$ cat config.mk
export PLATFORM = sky130hd
export DESIGN_NAME = dpcoll_arbiter
export DESIGN_NICKNAME = d
export VERILOG_FILES = /design/src/rtl/dpcoll_pkg.sv /design/src/rtl/dpcoll_port_track.sv /design/src/rtl/dpcoll_owner.sv /design/src/rtl/dpcoll_gate.sv /design/src/rtl/dpcoll_arbiter.sv
export SDC_FILE = /design/constraint.sdc
export NUM_CORES = 1
export LEC_CHECK = 0
export BUFFER_PORTS_ARGS = -buffer_cell sky130_fd_sc_hd__buf_2
export CAP_MARGIN = 20
export CORE_UTILIZATION = 36
export CTS_CLUSTER_DIAMETER = 60
export CTS_CLUSTER_SIZE = 8
export DETAILED_ROUTE_END_ITERATION = 7
export PLACE_DENSITY_LB_ADDON = 0.1
export SLEW_MARGIN = 20
export SYNTH_ARGS = -nofsm -noshare
export SYNTH_HDL_FRONTEND = slang
export SYNTH_HIERARCHICAL = 1
export SYNTH_SLANG_ARGS = --single-unit
$ cat constraint.sdc
create_clock -name clk -period 3.4 [get_ports clk]
set_input_delay 0.17 -clock clk [delete_from_list [all_inputs] [get_ports clk]]
set_output_delay 0.17 -clock clk [all_outputs]
set_load 0.02 [all_outputs]
$ cat src/rtl/dpcoll_pkg.sv
package dpcoll_pkg;

  typedef enum logic [1:0] {
    OWN_NONE  = 2'd0,
    OWN_LEFT  = 2'd1,
    OWN_RIGHT = 2'd2
  } owner_e;

  // Winner for a fresh collision: the side already settled wins, left on a tie.
  function automatic owner_e pick_owner(input logic l_settled, input logic r_settled);
    return (r_settled && !l_settled) ? OWN_RIGHT : OWN_LEFT;
  endfunction

  // Write strobe after inhibit, active low.
  function automatic logic gate_write(input logic we_n, input logic inhibit);
    return we_n | inhibit;
  endfunction

endpackage

$ cat src/rtl/dpcoll_port_track.sv
module dpcoll_port_track #(
  parameter int ADDR_W = 12
) (
  input  logic              clk,
  input  logic              rst_n,
  input  logic              ce_n,
  input  logic [ADDR_W-1:0] addr,
  output logic              settled
);
  logic              prev_en_q;
  logic [ADDR_W-1:0] prev_addr_q;

  always_ff @(posedge clk or negedge rst_n) begin
    if (!rst_n) begin
      prev_en_q   <= 1'b0;
      prev_addr_q <= '0;
    end else begin
      prev_en_q   <= !ce_n;
      prev_addr_q <= addr;
    end
  end

  assign settled = prev_en_q && !ce_n && (prev_addr_q == addr);
endmodule

$ cat src/rtl/dpcoll_owner.sv
module dpcoll_owner
  import dpcoll_pkg::*;
(
  input  logic   clk,
  input  logic   rst_n,
  input  logic   collide,
  input  logic   l_settled,
  input  logic   r_settled,
  output owner_e own_nxt
);
  owner_e own_q;

  always_comb begin
    if (!collide)
      own_nxt = OWN_NONE;
    else if (own_q != OWN_NONE)
      own_nxt = own_q;
    else
      own_nxt = pick_owner(l_settled, r_settled);
  end

  always_ff @(posedge clk or negedge rst_n) begin
    if (!rst_n) own_q <= OWN_NONE;
    else        own_q <= own_nxt;
  end
endmodule

$ cat src/rtl/dpcoll_gate.sv
module dpcoll_gate
  import dpcoll_pkg::*;
(
  input  logic clk,
  input  logic rst_n,
  input  logic is_master,
  input  logic lose,
  input  logic busy_in_n,
  input  logic we_n,
  output logic busy_out_n,
  output logic we_gated_n
);
  logic inhibit;

  assign inhibit    = is_master ? lose : !busy_in_n;
  assign we_gated_n = gate_write(we_n, inhibit);

  always_ff @(posedge clk or negedge rst_n) begin
    if (!rst_n) busy_out_n <= 1'b1;
    else        busy_out_n <= !(is_master && lose);
  end
endmodule

$ cat src/rtl/dpcoll_arbiter.sv
module dpcoll_arbiter
  import dpcoll_pkg::*;
#(
  parameter int ADDR_W = 12
) (
  input  logic              clk,
  input  logic              rst_n,
  input  logic              is_master,
  input  logic              left_ce_n,
  input  logic [ADDR_W-1:0] left_addr,
  input  logic              left_we_n,
  input  logic              left_busy_in_n,
  input  logic              right_ce_n,
  input  logic [ADDR_W-1:0] right_addr,
  input  logic              right_we_n,
  input  logic              right_busy_in_n,
  output logic              left_busy_out_n,
  output logic              right_busy_out_n,
  output logic              left_we_gated_n,
  output logic              right_we_gated_n
);
  localparam int NP = 2;

  logic              ce_v     [NP];
  logic [ADDR_W-1:0] addr_v   [NP];
  logic              we_v     [NP];
  logic              bin_v    [NP];
  logic              settled_v[NP];
  logic              lose_v   [NP];
  logic              bout_v   [NP];
  logic              wg_v     [NP];
  logic              collide;
  owner_e            own_nxt;

  assign ce_v[0]   = left_ce_n;       assign ce_v[1]   = right_ce_n;
  assign addr_v[0] = left_addr;       assign addr_v[1] = right_addr;
  assign we_v[0]   = left_we_n;       assign we_v[1]   = right_we_n;
  assign bin_v[0]  = left_busy_in_n;  assign bin_v[1]  = right_busy_in_n;

  assign collide = !left_ce_n && !right_ce_n && (left_addr == right_addr);

  dpcoll_owner u_owner (
    .clk       (clk),
    .rst_n     (rst_n),
    .collide   (collide),
    .l_settled (settled_v[0]),
    .r_settled (settled_v[1]),
    .own_nxt   (own_nxt)
  );

  for (genvar g = 0; g < NP; g++) begin : g_port
    dpcoll_port_track #(.ADDR_W(ADDR_W)) u_track (
      .clk     (clk),
      .rst_n   (rst_n),
      .ce_n    (ce_v[g]),
      .addr    (addr_v[g]),
      .settled (settled_v[g])
    );

    assign lose_v[g] = (own_nxt == ((g == 0) ? OWN_RIGHT : OWN_LEFT));

    dpcoll_gate u_gate (
      .clk        (clk),
      .rst_n      (rst_n),
      .is_master  (is_master),
      .lose       (lose_v[g]),
      .busy_in_n  (bin_v[g]),
      .we_n       (we_v[g]),
      .busy_out_n (bout_v[g]),
      .we_gated_n (wg_v[g])
    );
  end

  assign left_busy_out_n  = bout_v[0];
  assign right_busy_out_n = bout_v[1];
  assign left_we_gated_n  = wg_v[0];
  assign right_we_gated_n = wg_v[1];
endmodule

Yosys cells after proc, flatten, opt, wreduce, memory -nomap -nowiden
Index checks and enable logic that the tools add are counted.
W data, S select, Z words.
{ "op_classes": {"eq_ne": 5, "n_mux": 5, "bitwise_logic": 2, "n_reduce_logical": 17} }
{ "ops": {"columns": ["cell", "n"], "rows": [
  ["$eq A12 B12 Y1", 3],
  ["$logic_and A1 B1 Y1", 9],
  ["$logic_not A1 Y1", 7],
  ["$mux W2", 3],
  ["$eq A2 B1 Y1 const B", 1],
  ["$eq A2 B2 Y1 const B", 1],
  ["$mux W1", 2],
  ["$or A1 B1 Y1", 2],
  ["$reduce_bool A2 Y1", 1]
]} }
{ "totals": {"regBits": 30, "input_bits": 33, "output_inout_bits": 4, "word_cells": 36} }

Longest topological paths before layout
{ "depth": {"depth_word": 11, "ltp_mapped": 8, "mapped_depth_nobuf": 8} }

Modules after synthesis
The synthesis kept the hierarchy.
{ "by_module_without_submodules": {"columns": ["module", "instances", "cells_per_inst", "area_per_inst_um2", "seq_area_each_um2"], "rows": [
  ["dpcoll_port_track", 2, 31, 469.2, 325.3],
  ["dpcoll_arbiter", 1, 19, 153.9, 0.0],
  ["dpcoll_gate", 2, 5, 50.0, 26.3],
  ["dpcoll_owner", 1, 8, 91.3, 50.0]
]} }

Least setup slack after synthesis
OpenSTA, ideal clock, no wires.
{ "synth_path": {"kind": "reg2out", "startpoint": "register g_port[0].u_track.prev_addr_q[8]", "endpoint": "output left_we_gated_n", "t_arrival_ns": 1.633, "t_required_ns": 3.230, "slack_ns": 1.597, "path_stages_with_launch": 9, "path_buffers": 0, "cell_sequence": "dfrtp_1 xnor2_1 nand4_1 nor4_2 nor3b_2 o21a_1 nor2b_1 nand2b_1 a21o_1"} }
{ "synth_rtl": {"columns": ["element", "line_no", "text"], "rows": [
  ["start, declared", "dpcoll_port_track.sv:11", "logic [ADDR_W-1:0] prev_addr_q;"],
  ["start signal, assigned", "dpcoll_port_track.sv:19", "prev_addr_q <= addr;"],
  ["end, declared", "dpcoll_arbiter.sv:19", "output logic left_we_gated_n,"]
]} }

==> flow_metrics.py <==
metrics = {
    "run_status": {
        "run_status": "complete, no violations",
    },
    "timing": {
        "layout_setup_ws_ns": 0.808,
        "period_share_pct": 76.2,
        "timing.final.setup_violations": 0,
        "finalSetupTns_ns": 0,
        "timing.slew.headroom_pct": 56.0,
        "worst_pin_slew_ns": 0.660,
        "rsz_0062_raised_after_global_routing": "no",
        "timing.final.max_slew_violations": 0,
        "final.min_clock_period_ns": 2.59,
        "timing_hold_violations_final": 0,
        "fmaxAchievable_mhz": 386,
        "final.setup_skew_ns": 0.00492,
    },
    "placement": {
        "port_buffers": 36,
        "finalWeightedCongestion": 0.700,
        "post-place-ws_ns": 1.36,
        "placed_area_mm2": 0.00152,
    },
    "finish": {
        "syn2layout_area_growth_pct": 43.5,
        "layout_commonest_cell": "buf_2",
        "n_antenna_cell": 0,
        "leading_cell_types_in_the_layout_fill_and_taps_excluded": "buf_2 (36), xnor2_1 (35), dfrtp_1 (28)",
        "layout.area.seq_um2": 753,
        "final.fill_count": 302,
        "fin_area_mm2": 0.00184,
        "fin_nets": 201,
        "layout-drive-gt1-share_pct": 29.0,
        "layout.core_utilization_pct": 54.8,
        "multi_input_comb_area_um2": 523,
    },
    "setup_path": {
        "crit_path_start_kind": "input port",
        "critical_path_data_required_time_ns": 3.23,
        "endpoint_kind": "primary output",
        "path_class": "in -> out",
        "max_stage_delay_ns": 0.53,
        "critical_path.n_buffers_inverters": 3,
        "worst_path_max_delay_cell": "dlygate4sd3_1",
        "crit_path_cell_trace": "dlygate4sd3_1 -> buf_2 -> xor2_1 -> or3_1 -> nor4_2 -> nand2b_1 -> o21ai_1 -> nor2b_1 -> nand2b_1 -> a21o_1 -> buf_2",
        "path_delay_family": "simple AND/OR/NAND/NOR gates",
        "timing.critical_path.arrival_ns": 2.42,
        "crit_fanout": 3,
    },
    "logic_synthesis": {
        "portion_of_synthesized_cell_area_occupied_by_the_leading_cell_type_pct": 54.6,
        "netlist-cell-type-count": 16,
        "synth_largest_area_cell": "dfrtp_1",
        "synth-warning-count": 6,
        "post_synthesis_instance_area_mm2": 0.00128,
        "flip_flop_and_latch_count_after_synthesis": 30,
        "synth-seq-area-share_pct": 58.7,
        "synth.avg_cell_area_um2": 13.0,
        "postSynthNetCount": 132,
        "syn_inst": 99,
        "synth_top_cells_by_area": "dfrtp_1 (55%), xnor2_1 (24%), dfstp_2 (4.1%)",
    },
    "die": {
        "fp.dieH_um": 61.7,
        "fp.dieArea_mm2": 0.00381,
        "io-pin-count": 37,
        "floorplan.initialDensity_pct": 38.2,
        "die_width_um": 61.7,
        "placeableCoreArea_mm2": 0.00336,
        "std_cell_rows": 21,
    },
    "clocking": {
        "worst_case_clock_buffer_depth": 2,
        "cts_buffers": 5,
        "cts_tree": "built",
        "post_cts_buffers": 0,
        "post_cts_clock_slew_at_the_launch_and_capture_registers_of_the_worst_setup_and_hold_paths_ns": 0.08,
        "cts-htree-levels": 2,
        "ctsRootBufferMaster": "clkbuf_4",
        "clk-insertion-delay-late_ns": 0.32,
        "tritoncts_num_sinks": 30,
    },
    "power_and_ir_drop": {
        "ir_worst_vdd_mv": 0.237,
        "power-per-cell-area_mw_per_mm2": 386,
        "leakage_power_of_the_design_uw": 0.000777,
    },
    "routing": {
        "wl_mm": 2.58,
        "post_drt_wl_per_cell_um": 12.0,
        "drt-initial-drc-count": 23,
        "num_vias": 924,
        "detail-route-antenna-nets": 0,
        "route.detailed.vias_per_inst": 4.30,
        "post-route-drc-count": 0,
        "drt-pass1-iter-count": 4,
    },
    "grt": {
        "number_of_global_route_vias_before_repair": 907,
        "grt_pass1_wl_mm": 3.94,
        "globalRouteTotalUtil_pct": 15.8,
        "number_of_antenna_violations_at_the_first_check_in_global_routing": 0,
        "overflow": 0,
        "grt_start_max_net_pins": 31,
    },
    "run": {
        "cap_violations": 0,
    },
    "worst_hold_path": {
        "worst_hold_path_type": "in -> reg",
    },
}
worst paths after layout:
kind / startpoint / endpoint / slack [ns] / cells past startpoint
max: right_addr[3] / right_we_gated_n / 0.81 / 11
min: right_ce_n / g_port[1].u_track/prev_en_q / 0.01 / 2
max reg2reg: g_port[0].u_track/prev_addr_q[1] / g_port[1].u_gate/busy_out_n / 1.75 / 7
min reg2reg: u_owner/own_q[1] / u_owner/own_q[1] / 0.55 / 1
max in group asynchronous: rst_n / g_port[0].u_track/prev_addr_q[9] / 2.56 / 2
min in group asynchronous: rst_n / g_port[1].u_track/prev_addr_q[4] / 0.42 / 2
layout make-up:
cell class | instances | area share [%]
clock buffer | 7 | 2.99
clock inverter | 1 | 0.272
inverter | 2 | 0.408
multi-input combinational | 67 | 28.4
sequential | 30 | 40.9
tap | 46 | 3.12
timing repair buffer | 62 | 23.9
power breakdown:
group	internal (uW)	leakage (uW)	switching (uW)
registers	372	0.000352	6.62
clock network	100	0.0000353	115
logic	66.0	0.000390	51.0
total	538	0.000777	173
Yosys cell counts, drive strengths merged:
master,n
nand2,3
nand3,5
nand2b,5
or3,1
nor3b,1
a21o,2
dfstp,2
xor2,1
xnor2,35
dfrtp,28
inv,2
nand4,6
nor4,3
o21ai,1
o21a,1
nor2b,3
logic make-up (layout without fill, tap and decap cells):
kind of cell | count (synthesis) | in the layout | synth area share [%]
AND/OR/NAND/NOR | 27 | 27 | 14.0
buffers and inverters | 2 | 72 | 0.585
XOR/XNOR | 36 | 36 | 24.6
flip-flops | 30 | 30 | 58.7
AO/OA/AOI/OAI | 4 | 4 | 2.14
metal layers:
metal	track usage (%)	part of all wire (%)	wire [um]	vias up
li1	-	-	-	464
met1	19.4	46	1180	426
met2	24.1	48	1250	27
met3	4.35	3.7	95	7
met4	11.4	2.4	61	0
met5	0	0	0	-
registers in the layout (all words and copies together), names as in the netlist:
| name | flops |
|---|---|
| g_port.u_track/prev_addr_q | 24 |
| g_port.u_gate/busy_out_n | 2 |
| g_port.u_track/prev_en_q | 2 |
| u_owner/own_q | 2 |
through the flow:
step           hold slack (ns)  std cells  power [uW]
2_1_floorplan           -0.126         99         433
3_3_place_gp             0.236        181         479
3_5_place_dp             0.238        181         481
4_1_cts                0.00452        215         722
5_1_grt                0.00445        215         749
6_report                0.0129        215         711
repair_timing:
item / 4_1_cts / 5_1_grt
gates resized for setup: 0 / 0
hold buffers: 26 / 0
endpoints found under the hold margin: 53 / 0
Note: power is estimated with default switching activity, not from simulation.
